[src/rtl/lldesc_pkg.sv]
package lldesc_pkg;
  localparam int DESC_WORDS = 7;
  localparam int WIDX_W     = $clog2(DESC_WORDS);
  localparam logic [31:0] CHAIN_END = 32'hFFFF_FFFC;

  localparam int MODE_W     = 11;
  localparam int M_LIST_BIT = 8;

  localparam int W_NEXT  = 0;
  localparam int W_CTRL  = 1;
  localparam int W_ADDR  = 2;
  localparam int W_CNTIE = 3;
  localparam int W_EIDX  = 4;
  localparam int W_DFIDX = 5;
  localparam int W_SFIDX = 6;

  localparam int IE_BLOCK_BIT = 21;

  typedef enum logic [1:0] {ACT_KEEP = 2'd0, ACT_LOAD = 2'd1, ACT_REUSE = 2'd2, ACT_RSVD = 2'd3} act_e;
  typedef enum logic [2:0] {ST_IDLE, ST_FETCH, ST_LOAD, ST_RUN, ST_NEXT} st_e;
  typedef logic [DESC_WORDS-1:0][31:0] desc_t;
endpackage

[src/rtl/lldesc_reader.sv]
module lldesc_reader
  import lldesc_pkg::*;
(
  input  logic        clk,
  input  logic        rst_n,
  input  logic        start,
  input  logic [31:0] base,
  output logic        rd_valid,
  input  logic        rd_ready,
  output logic [31:0] rd_addr,
  input  logic        rd_resp_valid,
  input  logic [31:0] rd_resp_data,
  output desc_t       words,
  output logic        done
);
  logic              active_q, active_d;
  logic              req_q, req_d;
  logic [WIDX_W-1:0] idx_q, idx_d;
  logic [31:0]       base_q, base_d;
  logic              last_w, take;

  assign last_w = (idx_q == WIDX_W'(DESC_WORDS - 1));
  assign take   = active_q && !req_q && rd_resp_valid;

  always_comb begin
    active_d = active_q;
    req_d    = req_q;
    idx_d    = idx_q;
    base_d   = base_q;
    if (start) begin
      active_d = 1'b1;
      req_d    = 1'b1;
      idx_d    = '0;
      base_d   = base;
    end else if (active_q) begin
      if (req_q) begin
        if (rd_ready) req_d = 1'b0;
      end else if (rd_resp_valid) begin
        if (last_w) begin
          active_d = 1'b0;
        end else begin
          idx_d = idx_q + WIDX_W'(1);
          req_d = 1'b1;
        end
      end
    end
  end

  always_ff @(posedge clk or negedge rst_n) begin
    if (!rst_n) begin
      active_q <= 1'b0;
      req_q    <= 1'b0;
      idx_q    <= '0;
      base_q   <= '0;
    end else begin
      active_q <= active_d;
      req_q    <= req_d;
      idx_q    <= idx_d;
      base_q   <= base_d;
    end
  end

  for (genvar g = 0; g < DESC_WORDS; g++) begin : g_word
    logic        cap;
    logic [31:0] wq;
    assign cap = take && (idx_q == WIDX_W'(g));
    always_ff @(posedge clk or negedge rst_n) begin
      if (!rst_n)   wq <= '0;
      else if (cap) wq <= rd_resp_data;
    end
    assign words[g] = wq;
  end

  assign rd_valid = active_q && req_q;
  assign rd_addr  = base_q + (32'(idx_q) << 2);
  assign done     = take && last_w;

  // an unaccepted request keeps its address
  assert_req_hold_R3: assert property (@(posedge clk) disable iff (!rst_n)
    (rd_valid && !rd_ready) |=> (rd_valid && $stable(rd_addr)));
endmodule

[src/rtl/lldesc_addr_sel.sv]
module lldesc_addr_sel
  import lldesc_pkg::*;
(
  input  logic [1:0]  src_act,
  input  logic [1:0]  dst_act,
  input  logic [31:0] desc_addr,
  input  logic [31:0] cur_src,
  input  logic [31:0] cur_dst,
  output logic [31:0] new_src,
  output logic [31:0] new_dst
);
  assign new_src = (src_act == ACT_LOAD) ? desc_addr : cur_src;
  assign new_dst = (dst_act == ACT_LOAD) ? desc_addr : cur_dst;
endmodule

[src/rtl/lldesc_fetcher.sv]
module lldesc_fetcher
  import lldesc_pkg::*;
#(
  parameter int CNT_W = 16
) (
  input  logic              clk,
  input  logic              rst_n,
  input  logic              chan_en,
  input  logic [MODE_W-1:0] mode,
  input  logic [31:0]       first_ptr,
  input  logic [31:0]       init_src,
  input  logic [31:0]       init_dst,
  output logic              rd_valid,
  input  logic              rd_ready,
  output logic [31:0]       rd_addr,
  input  logic              rd_resp_valid,
  input  logic [31:0]       rd_resp_data,
  output logic              xfer_start,
  input  logic              xfer_done,
  output logic [31:0]       xfer_src_addr,
  output logic [31:0]       xfer_dst_addr,
  output logic [23:0]       xfer_elem_cnt,
  output logic [15:0]       xfer_frame_cnt,
  output logic [15:0]       xfer_src_eidx,
  output logic [15:0]       xfer_dst_eidx,
  output logic [31:0]       xfer_src_fidx,
  output logic [31:0]       xfer_dst_fidx,
  output logic              irq_block,
  output logic              chain_done,
  output logic [CNT_W-1:0]  desc_count,
  output logic              busy
);
  logic rst_meta_q, rst_sync_n;
  always_ff @(posedge clk or negedge rst_n) begin
    if (!rst_n) {rst_sync_n, rst_meta_q} <= 2'b00;
    else        {rst_sync_n, rst_meta_q} <= {rst_meta_q, 1'b1};
  end

  st_e              st_q, st_d;
  logic             en_q;
  logic [31:0]      src_q, src_d, dst_q, dst_d;
  logic [1:0]       sact_q, sact_d, dact_q, dact_d;
  logic [CNT_W-1:0] cnt_q, cnt_d;
  logic             start_q, start_d, irq_q, irq_d, cdone_q, cdone_d;
  logic             rdr_start, rdr_done, launch;
  logic [31:0]      rdr_base, sel_src, sel_dst;
  desc_t            words;

  assign launch   = chan_en && !en_q && mode[M_LIST_BIT];
  assign rdr_base = (st_q == ST_IDLE) ? first_ptr : words[W_NEXT];

  lldesc_reader u_reader (
    .clk(clk), .rst_n(rst_sync_n), .start(rdr_start), .base(rdr_base),
    .rd_valid(rd_valid), .rd_ready(rd_ready), .rd_addr(rd_addr),
    .rd_resp_valid(rd_resp_valid), .rd_resp_data(rd_resp_data),
    .words(words), .done(rdr_done)
  );

  lldesc_addr_sel u_sel (
    .src_act(sact_q), .dst_act(dact_q), .desc_addr(words[W_ADDR]),
    .cur_src(src_q), .cur_dst(dst_q), .new_src(sel_src), .new_dst(sel_dst)
  );

  always_comb begin
    st_d      = st_q;
    src_d     = src_q;
    dst_d     = dst_q;
    sact_d    = sact_q;
    dact_d    = dact_q;
    cnt_d     = cnt_q;
    start_d   = 1'b0;
    irq_d     = 1'b0;
    cdone_d   = 1'b0;
    rdr_start = 1'b0;
    case (st_q)
      ST_IDLE: if (launch) begin
        rdr_start = 1'b1;
        src_d     = init_src;
        dst_d     = init_dst;
        dact_d    = mode[1:0];
        sact_d    = mode[3:2];
        cnt_d     = '0;
        st_d      = ST_FETCH;
      end
      ST_FETCH: if (rdr_done) st_d = chan_en ? ST_LOAD : ST_IDLE;
      ST_LOAD: begin
        src_d   = sel_src;
        dst_d   = sel_dst;
        start_d = 1'b1;
        st_d    = ST_RUN;
      end
      ST_RUN: if (xfer_done) begin
        cnt_d = cnt_q + CNT_W'(1);
        irq_d = chan_en && words[W_CNTIE][IE_BLOCK_BIT];
        st_d  = chan_en ? ST_NEXT : ST_IDLE;
      end
      ST_NEXT: begin
        if (!chan_en) begin
          st_d = ST_IDLE;
        end else if (words[W_NEXT] == CHAIN_END) begin
          cdone_d = 1'b1;
          st_d    = ST_IDLE;
        end else begin
          rdr_start = 1'b1;
          sact_d    = words[W_CTRL][25:24];
          dact_d    = words[W_CTRL][27:26];
          st_d      = ST_FETCH;
        end
      end
      default: st_d = ST_IDLE;
    endcase
  end

  always_ff @(posedge clk or negedge rst_sync_n) begin
    if (!rst_sync_n) begin
      st_q    <= ST_IDLE;
      en_q    <= 1'b0;
      src_q   <= '0;
      dst_q   <= '0;
      sact_q  <= '0;
      dact_q  <= '0;
      cnt_q   <= '0;
      start_q <= 1'b0;
      irq_q   <= 1'b0;
      cdone_q <= 1'b0;
    end else begin
      st_q    <= st_d;
      en_q    <= chan_en;
      src_q   <= src_d;
      dst_q   <= dst_d;
      sact_q  <= sact_d;
      dact_q  <= dact_d;
      cnt_q   <= cnt_d;
      start_q <= start_d;
      irq_q   <= irq_d;
      cdone_q <= cdone_d;
    end
  end

  assign xfer_start     = start_q;
  assign xfer_src_addr  = src_q;
  assign xfer_dst_addr  = dst_q;
  assign xfer_elem_cnt  = words[W_CTRL][23:0];
  assign xfer_frame_cnt = words[W_CNTIE][15:0];
  assign xfer_dst_eidx  = words[W_EIDX][15:0];
  assign xfer_src_eidx  = words[W_EIDX][31:16];
  assign xfer_dst_fidx  = words[W_DFIDX];
  assign xfer_src_fidx  = words[W_SFIDX];
  assign irq_block      = irq_q;
  assign chain_done     = cdone_q;
  assign desc_count     = cnt_q;
  assign busy           = (st_q != ST_IDLE);

  logic unused_ok;
  assign unused_ok = ^{mode[10:9], mode[7:4], words[W_CTRL][31:28],
                       words[W_CNTIE][31:22], words[W_CNTIE][20:16]};

  // start is a single-cycle pulse
  assert_start_pulse_R4: assert property (@(posedge clk) disable iff (!rst_sync_n)
    xfer_start |=> !xfer_start);
  // addresses stay put in the cycle after start
  assert_addr_stable_R5: assert property (@(posedge clk) disable iff (!rst_sync_n)
    xfer_start |=> ($stable(xfer_src_addr) && $stable(xfer_dst_addr)));
  // an interrupt follows an accepted done
  assert_irq_after_done_R7: assert property (@(posedge clk) disable iff (!rst_sync_n)
    irq_block |-> $past(xfer_done));
  // chain completion leaves the block idle
  assert_done_idle_R8: assert property (@(posedge clk) disable iff (!rst_sync_n)
    chain_done |-> !busy);
  // within a chain the count holds or steps by one
  assert_count_step_R9: assert property (@(posedge clk) disable iff (!rst_sync_n)
    (busy && $past(busy)) |-> ((desc_count == $past(desc_count)) ||
                               (desc_count == $past(desc_count) + CNT_W'(1))));
endmodule

[config.mk]
export PLATFORM = sky130hd
export DESIGN_NAME = lldesc_fetcher
export DESIGN_NICKNAME = d
export VERILOG_FILES = /design/src/rtl/lldesc_pkg.sv /design/src/rtl/lldesc_reader.sv /design/src/rtl/lldesc_addr_sel.sv /design/src/rtl/lldesc_fetcher.sv
export SDC_FILE = /design/constraint.sdc
export NUM_CORES = 1
export LEC_CHECK = 0
export BUFFER_PORTS_ARGS = -buffer_cell sky130_fd_sc_hd__buf_2
export CAP_MARGIN = 30
export CORE_AREA = 2 2 216 218
export DETAILED_ROUTE_END_ITERATION = 10
export DIE_AREA = 0 0 218 220
export RECOVER_POWER = 25
export SYNTH_ARGS = -nofsm -noshare
export SYNTH_HDL_FRONTEND = slang
export SYNTH_SLANG_ARGS = --single-unit
[constraint.sdc]
create_clock -name clk -period 9.9 [get_ports clk]
set_input_delay 0.495 -clock clk [delete_from_list [all_inputs] [get_ports clk]]
set_output_delay 0.495 -clock clk [all_outputs]
set_load 0.01 [all_outputs]
### Yosys cells after proc, flatten, opt, wreduce, memory -nomap -nowiden

Index checks and enable logic that the tools add are counted.

* register bits: 340
* input bits: 145
* word-level logic and storage cells: 128

* add/subtract/negate cells: 3
* equality and inequality tests: 22
* mux-type cells: 51
* reductions and logical operators: 29

Operators with widths (count)
* $mux W32: 5
* $pmux W32 S2: 2
* $add A32 B5 Y32: 1
* $eq A32 B32 Y1 const B: 1
* $mux W16: 2
* $pmux W16 S2: 1
* $mux W3: 9
* $mux W1: 21
* $add A16 B1 Y16 const B: 1
* $pmux W3 S5: 1
* $mux W2: 7
* $ne A2 B2 Y1 const B: 7
* $logic_and A1 B1 Y1: 13
* $eq A3 B2 Y1 const B: 4
* $eq A3 B3 Y1 const B: 4
* $reduce_and A3 Y1: 4
* $reduce_bool A2 Y1: 5
* $pmux W2 S2: 2
* $reduce_and A4 Y1: 2
* $eq A3 B1 Y1 const B: 2
* $logic_not A3 Y1: 2
* $eq A2 B1 Y1 const B: 2
* $ne A2 B1 Y1 const B: 2
* $add A3 B1 Y3 const B: 1
* other kinds (3): 4

### Longest topological paths before layout

* depth after elaboration: 7
* mapped depth: 7
* depth with buffers taken out: 6

### By module

From an unflattened synthesis, not the netlist that was laid out.

* cells, all modules: 1319
* area, all modules: 16497.1 µm²

Modules (own cells, without submodules)
* lldesc_reader: times used 1, cells an instance 682, area an instance 10617.7 µm², seq. area each 6531.3 µm²
* lldesc_fetcher: times used 1, cells an instance 563, area an instance 4864.7 µm², seq. area each 2327.2 µm²
* lldesc_addr_sel: times used 1, cells an instance 74, area an instance 1014.7 µm², seq. area each 0.0 µm²

### Worst setup path after synthesis

OpenSTA, ideal clock, no wires.

* kind: flip-flop to output port
* start: register u_reader.idx_q[2]
* end: output rd_addr[15]
* data arrival time: 1904 ps
* data required time: 9405 ps
* setup slack: 7501 ps
* cell stages (with the launch flop): 6
* path buffers: 0
* cells stage by stage: dfrtp_1 ha_1 a21oi_1 a2111oi_4 and3_1 xor2_1

* cells in the longest elaborated chain, start to end: 1

RTL lines
* from (decl): line lldesc_reader.sv:18 `logic [WIDX_W-1:0] idx_q, idx_d;`
* from (signal assigned): line lldesc_reader.sv:58 `idx_q <= idx_d;`
* $add A32 B5 Y32: line lldesc_reader.sv:75 `assign rd_addr = base_q + (32'(idx_q) << 2);`
* to (decl): line lldesc_fetcher.sv:15 `output logic [31:0] rd_addr,`

Every way passes these cells.

==> flow_metrics.py <==
metrics = {
    "min_path": {
        "min_path_type": "flip-flop to async pin",
    },
    "synthesis": {
        "yosys.area.top_type": "dfrtp_1",
        "ys_warn_count": 0,
        "synth_top_area_share": 0.5291,
        "ys_seq_area_frac": 0.5291,
        "synth_fp_nets": 1426,
        "yosysUniqueCellTypes": 58,
        "netlist_area_sq_um": 15850,
        "postSynthAreaPerCell_sq_um": 12.47,
        "synth_area_leaders": "dfrtp_1, mux2_2, mux2i_1",
        "synth_flop_cell": "dfrtp_1",
        "ys_seq_elements": 335,
        "synth_cells": 1271,
        "synth_edf_count": 0,
        "async_flop_share": 1.000,
    },
    "sta": {
        "period_minus_slack_ns": 5.078,
        "fin_setup_tns_ns": 0,
        "rsz0062_at_grt": "false",
        "min_period_over_period": 0.5129,
        "maxSlewViolCount": 174,
        "fin_skew_ns": 0.02044,
        "max_slew_margin": -1.553,
        "setup-violations-final": 0,
        "fmax_mhz": 196.9,
        "hold_viol": 0,
        "worst_slew_pin_slew_ns": 3.829,
    },
    "drt": {
        "wl_per_cell_um": 20.79,
        "vias": 11650,
        "postRouteAntennaNets": 0,
        "drt_iter0_markers": 687,
        "avgViaCountPerCell": 5.194,
        "wirelength_um": 46600,
        "drc": 0,
        "drt-pass1-iter-count": 5,
    },
    "critical_path": {
        "max_stage_delay_ns": 2.49,
        "worstSetupStartpointType": "flip-flop",
        "cp_max_fo": 64,
        "crit_chain": "clkbuf_1 -> clkbuf_1",
        "cp-end-kind": "async pin",
        "crit_slowest_cell": "clkbuf_1",
        "worstPathRequired_ns": 10.17,
        "crit_type": "flip-flop to async pin",
        "crit_path_frequent_cell": "clkbuf_1",
        "critPathArrivalTime_ns": 5.35,
    },
    "cells_and_area": {
        "area_delta_synth_final_pct": 21.88,
        "layout-drive-gt1-share": 0.4445,
        "layout_commonest_cell": "buf_2",
        "mostFrequentLayoutCells": "buf_2, dfrtp_1, mux2_2",
        "layout.nets": 1758,
        "final_area_sq_um": 19310,
    },
    "floorplanning": {
        "die_y_um": 220,
        "die_w_um": 218,
        "start_util": 0.3455,
        "row_count": 79,
        "die-area_sq_um": 47960,
        "core_area_sq_um": 45860,
        "boundaryPins": 398,
    },
    "power_and_ir_drop": {
        "leakage_nw": 10.13,
        "p_sw_frac": 0.2199,
        "comb_power_share": 0.031,
        "p_int_mw": 2.260,
        "p_per_area_nw_per_um2": 150.0,
        "pwr-share-seq": 0.474,
        "p_switching_mw": 0.6372,
        "power_mw": 2.897,
        "clockPowerShare": 0.495,
        "ir_worst_vdd_uv": 138.7,
    },
    "cts": {
        "cts.reportedPaths.clkPinSlew_ns": 0.06,
        "clk_latency_ns": 0.55,
        "cts_inserted_buffers": 39,
        "tritoncts": "built",
        "htree_levels": 2,
        "post-cts-setup-buffer-count": 0,
        "cts.path.max_buffers": 3,
        "root_buffer": "clkbuf_16",
        "clock-sinks": 335,
    },
    "placement": {
        "gp_congestion": 0.8213,
        "dpl.hpwl_um": 32860,
        "portBuffers": 391,
        "dpl_cell_area_sq_um": 18100,
    },
    "grt": {
        "grt_pass1_vias": 11690,
        "grt_usage": 0.1897,
        "grt_first_pass_wirelength_um": 69920,
        "grt_max_degree": 80,
        "grt_antenna_before_repair": 10,
        "overflow": 0,
    },
    "status": {
        "violations": "max-capacitance violations, max-slew violations",
        "outcome": "finished, violations left",
    },
    "flow_run": {
        "timing.max_cap.violations": 3,
    },
}
[power groups by stage]
| stage | logic, mW | registers [mW] | clock network [mW] |
|---|---|---|---|
| 2_1_floorplan | 0.0117 | 1.42 | 0 |
| 3_3_place_gp | 0.0849 | 1.40 | 0 |
| 3_5_place_dp | 0.0942 | 1.40 | 0 |
| 4_1_cts | 0.0948 | 1.37 | 1.47 |
| 5_1_grt | 0.101 | 1.37 | 1.53 |
| 6_report | 0.0890 | 1.37 | 1.43 |
[kinds of logic after synthesis]
kind of cell               share of synthesized area
DFF                                           0.5291
muxes                                         0.2100
and+or+nand+nor                               0.1018
AOI/OAI and AO/OA                            0.08133
buffers and inverters                        0.05212
xor gates and xnor gates                     0.01714
adders and majority gates                   0.008370
other                                      0.0002367
[stage by stage]
step | worst slack (ns) | cells | hold WS [ns] | utilization
6_report | 4.822 | 2242 | 0.2319 | 0.4211
3_5_place_dp | 7.088 | 2167 | 0.1858 | 0.3947
3_3_place_gp | 6.830 | 2160 | 0.2796 | 0.3912
2_1_floorplan | 4.423 | 1271 | 0.1994 | -
5_1_grt | 3.795 | 2241 | 0.2469 | 0.4210
4_1_cts | 6.477 | 2237 | 0.1605 | 0.4226
[Yosys cell counts, drive strengths merged (5+ instances only)]
master  number
and3         7
mux2       235
or3          5
o21ai       10
nor2        74
clkbuf      20
a21oi       85
nand2       28
xnor2       24
xor2         7
o211ai      33
a22oi       30
inv          8
nor4         6
o31ai        7
or4         10
nand4       61
nand3       51
ha           9
nor3         6
buf        105
mux2i       68
dfrtp      335
[cell type report]
class	count	area, sq um
Fill cell	4458	26550
Sequential cell	335	8383
Multi-Input combinational cell	803	6678
Timing Repair Buffer	416	2185
Clock buffer	57	1115
Tap cell	607	759.5
Clock inverter	12	152.6
Inverter	8	30.03
Antenna cell	4	10.01
[path summary, 6_finish.rpt]
kind              cells after the start  slack (ns)                 to              start
setup / recovery                      2        4.82          irq_block         rst_sync_n
hold reg to reg                       0        0.23   xfer_src_addr[4]         rst_sync_n
max in group clk                      6        6.52        rd_addr[31]  u_reader.idx_q[2]
hold / removal                        0        0.23   xfer_src_addr[4]         rst_sync_n
setup reg to reg                      2        4.82          irq_block         rst_sync_n
min in group clk                      3        0.26  xfer_dst_addr[14]       init_dst[14]
[metal layers]
layer  up-vias  wire (um)  global-route usage
li1       5295          -                   -
met1      5912      19420              0.2366
met2       344      23010              0.3237
met3        82       2959             0.04638
met4        12       1140             0.05873
met5         -         69                   0
[flip-flops by register name, summed over array words and instances, names as in the netlist]
name / flops
xfer_dst_addr: 32
chain_done: 1
u_reader.req_q: 1
rst_meta_q: 1
st_q: 3
u_reader.g_word.wq: 205
en_q: 1
u_reader.active_q: 1
xfer_src_addr: 32
irq_block: 1
xfer_start: 1
sact_q: 2
dact_q: 2
rst_sync_n: 1
u_reader.idx_q: 3
desc_count: 16
u_reader.base_q: 32
[worst max-delay path, delay by kind of cell (launching register included)]
family,cells,cell delay (ns)
buffers and inverters,2,4.02
flip-flops,1,0.70
[what timing repair did]
item,in CTS,in global routing
hold buffers,1,0
endpoints found under the hold margin,2,0
gates resized for setup,0,0
Power figures use the tool's default switching activity.
